`config.mk`:
```
export PLATFORM = sky130hd
export DESIGN_NAME = dispmem_sram_if
export DESIGN_NICKNAME = d
export VERILOG_FILES = /design/src/rtl/dispmem_sram_if.sv
export SDC_FILE = /design/constraint.sdc
export NUM_CORES = 1
export LEC_CHECK = 0
export BUFFER_PORTS_ARGS = -buffer_cell sky130_fd_sc_hd__buf_2
export CAP_MARGIN = 20
export CORE_ASPECT_RATIO = 1.4
export CORE_MARGIN = 8
export CORE_UTILIZATION = 47
export CTS_BUF_LIST = sky130_fd_sc_hd__clkbuf_16
export DETAILED_ROUTE_END_ITERATION = 12
export GPL_ROUTABILITY_DRIVEN = 0
export PLACE_DENSITY = 0.79
export SKIP_LAST_GASP = 1
export SYNTH_ARGS = -nofsm -noshare
export SYNTH_HDL_FRONTEND = slang
export SYNTH_SLANG_ARGS = --single-unit
```
`constraint.sdc`:
```
create_clock -name clk -period 1.25 [get_ports clk]
set_input_delay 0.125 -clock clk [delete_from_list [all_inputs] [get_ports clk]]
set_output_delay 0.125 -clock clk [all_outputs]
set_load 0.01 [all_outputs]
```
`src/rtl/dispmem_sram_if.sv`:
```
module dispmem_sram_if #(
  parameter int AW = 16,
  parameter int DW = 16,
  parameter int ACC_CYCLES = 3
) (
  input  logic          clk,
  input  logic          rst,
  input  logic          req_valid,
  input  logic          req_write,
  input  logic [AW-1:0] req_addr,
  input  logic [1:0]    req_be,
  input  logic [DW-1:0] req_wdata,
  output logic          req_ready,
  output logic          done,
  output logic [DW-1:0] rdata,
  output logic [AW-1:0] mem_addr,
  input  logic [DW-1:0] mem_din,
  output logic [DW-1:0] mem_dout,
  output logic          mem_dout_en,
  output logic          mem_cs0_n,
  output logic          mem_cs1_n,
  output logic          mem_we_n,
  output logic          mem_oe_n,
  output logic [DW-1:0] strap_cfg
);

  localparam int LANE = DW / 2;
  localparam int CW = $clog2(ACC_CYCLES + 1);

  logic          busy;
  logic [CW-1:0] cnt;
  logic          wr_q;
  logic [1:0]    be_q;
  logic [AW-1:0] addr_q;
  logic [DW-1:0] wdata_q;
  logic          start;
  logic [DW-1:0] rd_masked;

  assign start = req_valid && !busy && (req_be != 2'b00);

  assign rd_masked = {be_q[1] ? mem_din[DW-1:LANE] : {LANE{1'b0}},
                      be_q[0] ? mem_din[LANE-1:0]  : {LANE{1'b0}}};

  always_ff @(posedge clk) begin
    if (rst) begin
      busy    <= 1'b0;
      cnt     <= '0;
      done    <= 1'b0;
      rdata   <= '0;
      wr_q    <= 1'b0;
      be_q    <= 2'b00;
      addr_q  <= '0;
      wdata_q <= '0;
    end else begin
      done <= 1'b0;
      if (start) begin
        busy    <= 1'b1;
        cnt     <= CW'(ACC_CYCLES - 1);
        wr_q    <= req_write;
        be_q    <= req_be;
        addr_q  <= req_addr;
        wdata_q <= req_wdata;
      end else if (busy) begin
        if (cnt == '0) begin
          busy  <= 1'b0;
          done  <= 1'b1;
          rdata <= wr_q ? '0 : rd_masked;
        end else begin
          cnt <= cnt - 1'b1;
        end
      end
    end
  end

  always_ff @(posedge clk) begin
    if (rst) strap_cfg <= mem_din;
  end

  assign req_ready   = !busy && !rst;
  assign mem_addr    = addr_q;
  assign mem_dout    = wdata_q;
  assign mem_dout_en = busy && wr_q && !rst;
  assign mem_cs0_n   = !(busy && be_q[0]);
  assign mem_cs1_n   = !(busy && be_q[1]);
  assign mem_we_n    = !(busy && wr_q);
  assign mem_oe_n    = !(busy && !wr_q);

  // assertions
  int unsigned chk_len;
  always_ff @(posedge clk) begin
    if (rst) chk_len <= 0;
    else if (start) chk_len <= 0;
    else if (busy) chk_len <= chk_len + 1;
  end

  assert_strobe_excl_R3: assert property (@(posedge clk) disable iff (rst)
    !(!mem_we_n && !mem_oe_n));

  assert_strobe_needs_cs_R2: assert property (@(posedge clk) disable iff (rst)
    (!mem_we_n || !mem_oe_n) |-> (!mem_cs0_n || !mem_cs1_n));

  assert_drive_only_write_R4: assert property (@(posedge clk) disable iff (rst)
    mem_dout_en |-> (!mem_we_n && mem_oe_n));

  always_comb begin
    if (rst) assert_release_in_reset_R4: assert (!mem_dout_en);
  end

  assert_done_single_R7: assert property (@(posedge clk) disable iff (rst)
    done |=> !done);

  assert_access_len_R7: assert property (@(posedge clk) disable iff (rst)
    done |-> (chk_len == ACC_CYCLES));

  assert_addr_stable_R10: assert property (@(posedge clk) disable iff (rst)
    (busy && $past(busy)) |-> $stable(mem_addr));

  assert_cfg_hold_R6: assert property (@(posedge clk) disable iff (rst)
    !$past(rst) |-> $stable(strap_cfg));

  assert_no_accept_busy_R11: assert property (@(posedge clk) disable iff (rst)
    !mem_cs0_n || !mem_cs1_n |-> !req_ready);

endmodule

```
# Yosys cells after proc, flatten, opt, wreduce, memory -nomap -nowiden
# Cells that the tools add are included.
[word_totals] output_inout_bits=71 regBits=71 input_bits=54
[classes] n_reduce_logical=23 bitwise=3 mux=10 addsub=1 n_eq_ne=1
[op_table] cell="$mux W16" count=1
[op_table] cell="$mux W8" count=2
[op_table] cell="$logic_and A1 B1 Y1" count=8
[op_table] cell="$logic_not A1 Y1" count=7
[op_table] cell="$mux W2" count=3
[op_table] cell="$mux W1" count=4
[op_table] cell="$reduce_and A2 Y1" count=2
[op_table] cell="$reduce_bool A2 Y1" count=2
[op_table] cell="$not A1 Y1" count=3
[op_table] cell="$reduce_and A3 Y1" count=1
[op_table] cell="$reduce_or A3 Y1" count=1
[op_table] cell="$logic_not A2 Y1" count=1
[op_table] cell="$ne A2 B2 Y1 const B" count=1
[op_table] cell="$reduce_or A2 Y1" count=1
[op_table] cell="$sub A2 B1 Y2 const B" count=1

# Longest topological paths before layout
[logic_depth] ltp_word=5 depth_mapped=5 depth_no_buf=3

# Worst setup path after synthesis
# No wires, ideal clock.
[synth_path] kind="flip-flop to flip-flop" from="register busy" to="register addr_q[0], in the netlist mem_addr[0]" arrival_time_ns=0.992 path_buffers=2 setup_slack_ns=0.186 synth_period_minus_slack_ns=1.064 path_stages_with_launch=6 required_time_ns=1.178 cell_sequence="dfxtp_1 -> nor2b_1 -> o21a_1 -> buf_6 -> buf_12 -> mux2i_1"
[synth_via] elab_chain_cells=3
[synth_lines] item="start: declaration" line="30" rtl="logic busy;"
[synth_lines] item="start signal: assignment" line="46" rtl="busy <= 1'b0;"
[synth_lines] item="start signal: assignment" line="57" rtl="busy <= 1'b1;"
[synth_lines] item="start signal: assignment" line="65" rtl="busy <= 1'b0;"
[synth_lines] item="$logic_not A1 Y1" line="39" rtl="assign start = req_valid && !busy && (req_be != 2'b00);"
[synth_lines] item="$logic_and A1 B1 Y1 (2 in series)" line="39"
[synth_lines] item="end signal: assignment" line="61" rtl="addr_q <= req_addr;"
[synth_lines] item="end: declaration" line="34" rtl="logic [AW-1:0] addr_q;"
# Every way passes these cells.
# A chain may end at the register's enable or synchronous reset.

# Worst setup path in the final report
[layout_path] from="register wr_q" to="output mem_oe_n"
[layout_via] elab_chain_cells=3
[layout_lines] item="start: declaration" line="32" rtl="logic wr_q;"
[layout_lines] item="start signal: assignment" line="59" rtl="wr_q <= req_write;"
[layout_lines] item="$logic_not A1 Y1" line="86" rtl="assign mem_oe_n = !(busy && !wr_q);"
[layout_lines] item="$logic_and A1 B1 Y1" line="86"
[layout_lines] item="$logic_not A1 Y1" line="86"
[layout_lines] item="end: declaration" line="23" rtl="output logic mem_oe_n,"
# Every way passes these cells.

==> results by group <==
Timing
  – RSZ-0062 raised after global routing: true
  – Hold slack: 0.0100 ns
  – Max Clk Rate: 0.825 GHz
  – Crit path time final: 1.21 ns
  – Relative slew margins: 0.816
  – Final TNS setup: 0 ns
  – Final Hold Vio Count: 0
  – Tcrit/Tclk final: 0.969
  – Fin. max-slew vios: 0
  – Final Skew: 0.00664 ns
  – Final worst slack: 0.0384 ns
  – Worst-margin pin slew: 0.276 ns
  – Final Setup Violations: 0

Floorplan
  – I/O pin count: 125
  – Die area: 8930 µm²
  – Std-Cell Rows: 34
  – Chip width: 82.2 µm
  – Die height: 109 µm
  – Core Region: 6080 µm²
  – Starting Density: 0.474

Synthesis
  – YS warnings: 0
  – Syn_area_per_cell: 11.0 µm²
  – Seq cells post-synth: 71
  – Top cell type's share of synthesized area: 0.382
  – Post-synthesis cell type count: 21
  – Synth Instances: 263
  – Post-synthesis sequential area ratio: 0.549
  – Syn Std Cell Area: 2880 µm²
  – Synthesized net count: 317
  – Cell taking the most area after synthesis: dfxtp_1
  – Top cells by area, synth: dfxtp_1 38%, nand2b_1 18%, edfxtp_1 17%

Global routing
  – Initial antenna violation count: 0
  – Remaining global-route overflow: 0
  – Largest net degree at the start of global routing: 48
  – Global-route wire length before repair: 10500 µm
  – Global Route Usage Sum: 0.148
  – Number of global-route vias before repair: 2313

Power
  – Comb power frac: 0.115
  – P_leak: 1.82 nW
  – Seq pwr share: 0.435
  – Internal Power: 4.56 mW
  – Power per cell area: 1440 nW/µm²
  – IR Drop Worst-Case VDD: 1.03 mV
  – Net Sw Frac: 0.220
  – Psw: 1.29 mW
  – Clk pwr share: 0.450

Route
  – Routed WL: 6840 µm
  – Antenna-violating nets left: 0
  – Pre-antenna DRT Iters: 4
  – Detailed Route Iter0 Violations: 85
  – DR top layer: met4
  – Drt drc: 0
  – Met1 WL: 2780 µm
  – Wire length per cell: 14.3 µm
  – Met3 routed WL: 612 µm
  – Vias/cell: 4.78
  – Metal2 WL: 3340 µm
  – Via count: 2292

Setup path
  – CP Capture Type: output pin
  – Critical setup path kind: register to output pin
  – Worst Path Max Fanout: 5
  – Slowest CP cell: dfxtp_1
  – Crit path arrival time: 1.09 ns
  – Largest stage delay, worst path: 0.47 ns
  – Critical path required time: 1.12 ns
  – Startpoint types: register
  – CP Cell Sequence: nand2b_1, buf_2

Clock network
  – Root cell of the clock tree: clkbuf_16
  – H-tree level count: 3
  – CTS tree: built
  – CTS sink cnt: 71
  – CTS Buf Count: 9
  – Worst-case clock buffer depth: 2
  – Reg clk slew, reported paths: 0.05 ns
  – Clock Latency Late Sink: 0.32 ns
  – Post-CTS setup buffer count: 0

Placed design
  – DP HPWL: 5070 µm
  – Number of port buffers: 124
  – Placement Setup Slack: 0.128 ns
  – Post-DP Area: 3600 µm²

Cells and area
  – Most frequent cells in the layout: 125 x buf_2, 83 x nand2b_1, 54 x dfxtp_1, 33 x mux2i_1
  – Synthesis-to-finish area growth: 40.6%
  – Fin area: 4050 µm²
  – Most common cell after layout, fill and taps aside: buf_2
  – Fin nets: 456
  – Ant. Diodes: 0
  – Fraction of layout cells with a size suffix above 1: 0.383

Job
  – Max Cap Viol: 0

Min path
  – Path type of the worst min-delay path: input pin to register

Outcome
  – Status: finished clean
[final timing paths]
path / to / cells past startpoint / start / slack, ns
min reg2reg: rdata[14] / 2 / rdata[14] / 0.46
max: mem_oe_n / 2 / wr_q / 0.04
min: strap_cfg[0] / 1 / mem_din[0] / 0.01
max reg2reg: mem_dout[1] / 4 / busy / 0.09
[worst max-delay path: cells and delay by family (launching register included)]
family | cells | cell delay (ns)
AND/OR/NAND/NOR | 1 | 0.17
flip-flops | 1 | 0.47
buffers and inverters | 1 | 0.14
[layout make-up]
type                            instances  area (µm²)
Fill cell                             483        2030
Clock inverter                          7        90.1
Sequential cell                        71        1580
Tap cell                               72        90.1
Clock buffer                            9         225
Multi-Input combinational cell        173        1180
Inverter                                1        3.75
Timing Repair Buffer                  146         880
[logic make-up after synthesis]
logic type      share of synthesized area
mux                                 0.115
buf+inv                            0.0464
compound gates                     0.0469
flops                               0.549
simple gates                        0.243
[synthesized netlist by cell type]
cell and number:
inv_1 1, o21ai_0 3, a211oi_2 1, buf_2 5, clkbuf_1 8, nor2_1 2
nand3b_1 3, buf_12 3, dfxtp_1 55, a21oi_1 4, edfxtp_1 16, nand2_1 6
buf_1 1, mux2i_1 33, nor2b_1 2, nand2b_1 83, buf_6 1, o21ai_1 16
nor3b_2 3, nand3_1 16, o21a_1 1
[power groups by stage]
stage	Combinational, mW	Sequential, mW	Clock, mW
finish	0.674	2.54	2.63
global route	0.733	2.56	2.82
CTS	0.679	2.54	2.70
detailed placement	0.649	2.59	0
global placement	0.636	2.59	0
floorplan	0.304	2.64	0
[what timing repair did]
| action | in CTS | in global routing |
|---|---|---|
| resized for setup | 2 | 2 |
| cloned | 0 | 1 |
| setup endpoints to repair | 1 | 1 |
| endpoints found under the hold margin | 11 | 1 |
| hold buffers | 11 | 1 |
| pin swaps | 0 | 1 |
[registers in the layout, indices dropped and copies added, names as in the netlist]
| signal | flops |
|---|---|
| cnt | 2 |
| mem_dout | 16 |
| busy | 1 |
| mem_addr | 16 |
| done | 1 |
| rdata | 16 |
| strap_cfg | 16 |
| wr_q | 1 |
| be_q | 2 |
[through the flow]
stage	power, mW	utilization	instances
finish	5.85	0.666	479
global route	6.11	0.666	479
CTS	5.92	0.663	477
detailed placement	3.24	0.592	450
global placement	3.22	0.592	450
floorplan	2.95	-	263
[per-layer routing]
metal	vias to the layer above	track usage
li1	1153	-
met1	1040	0.171
met2	91	0.244
met3	8	0.0371
met4	0	0.0756
met5	-	0
No activity file was read; power rests on OpenSTA's default activity.
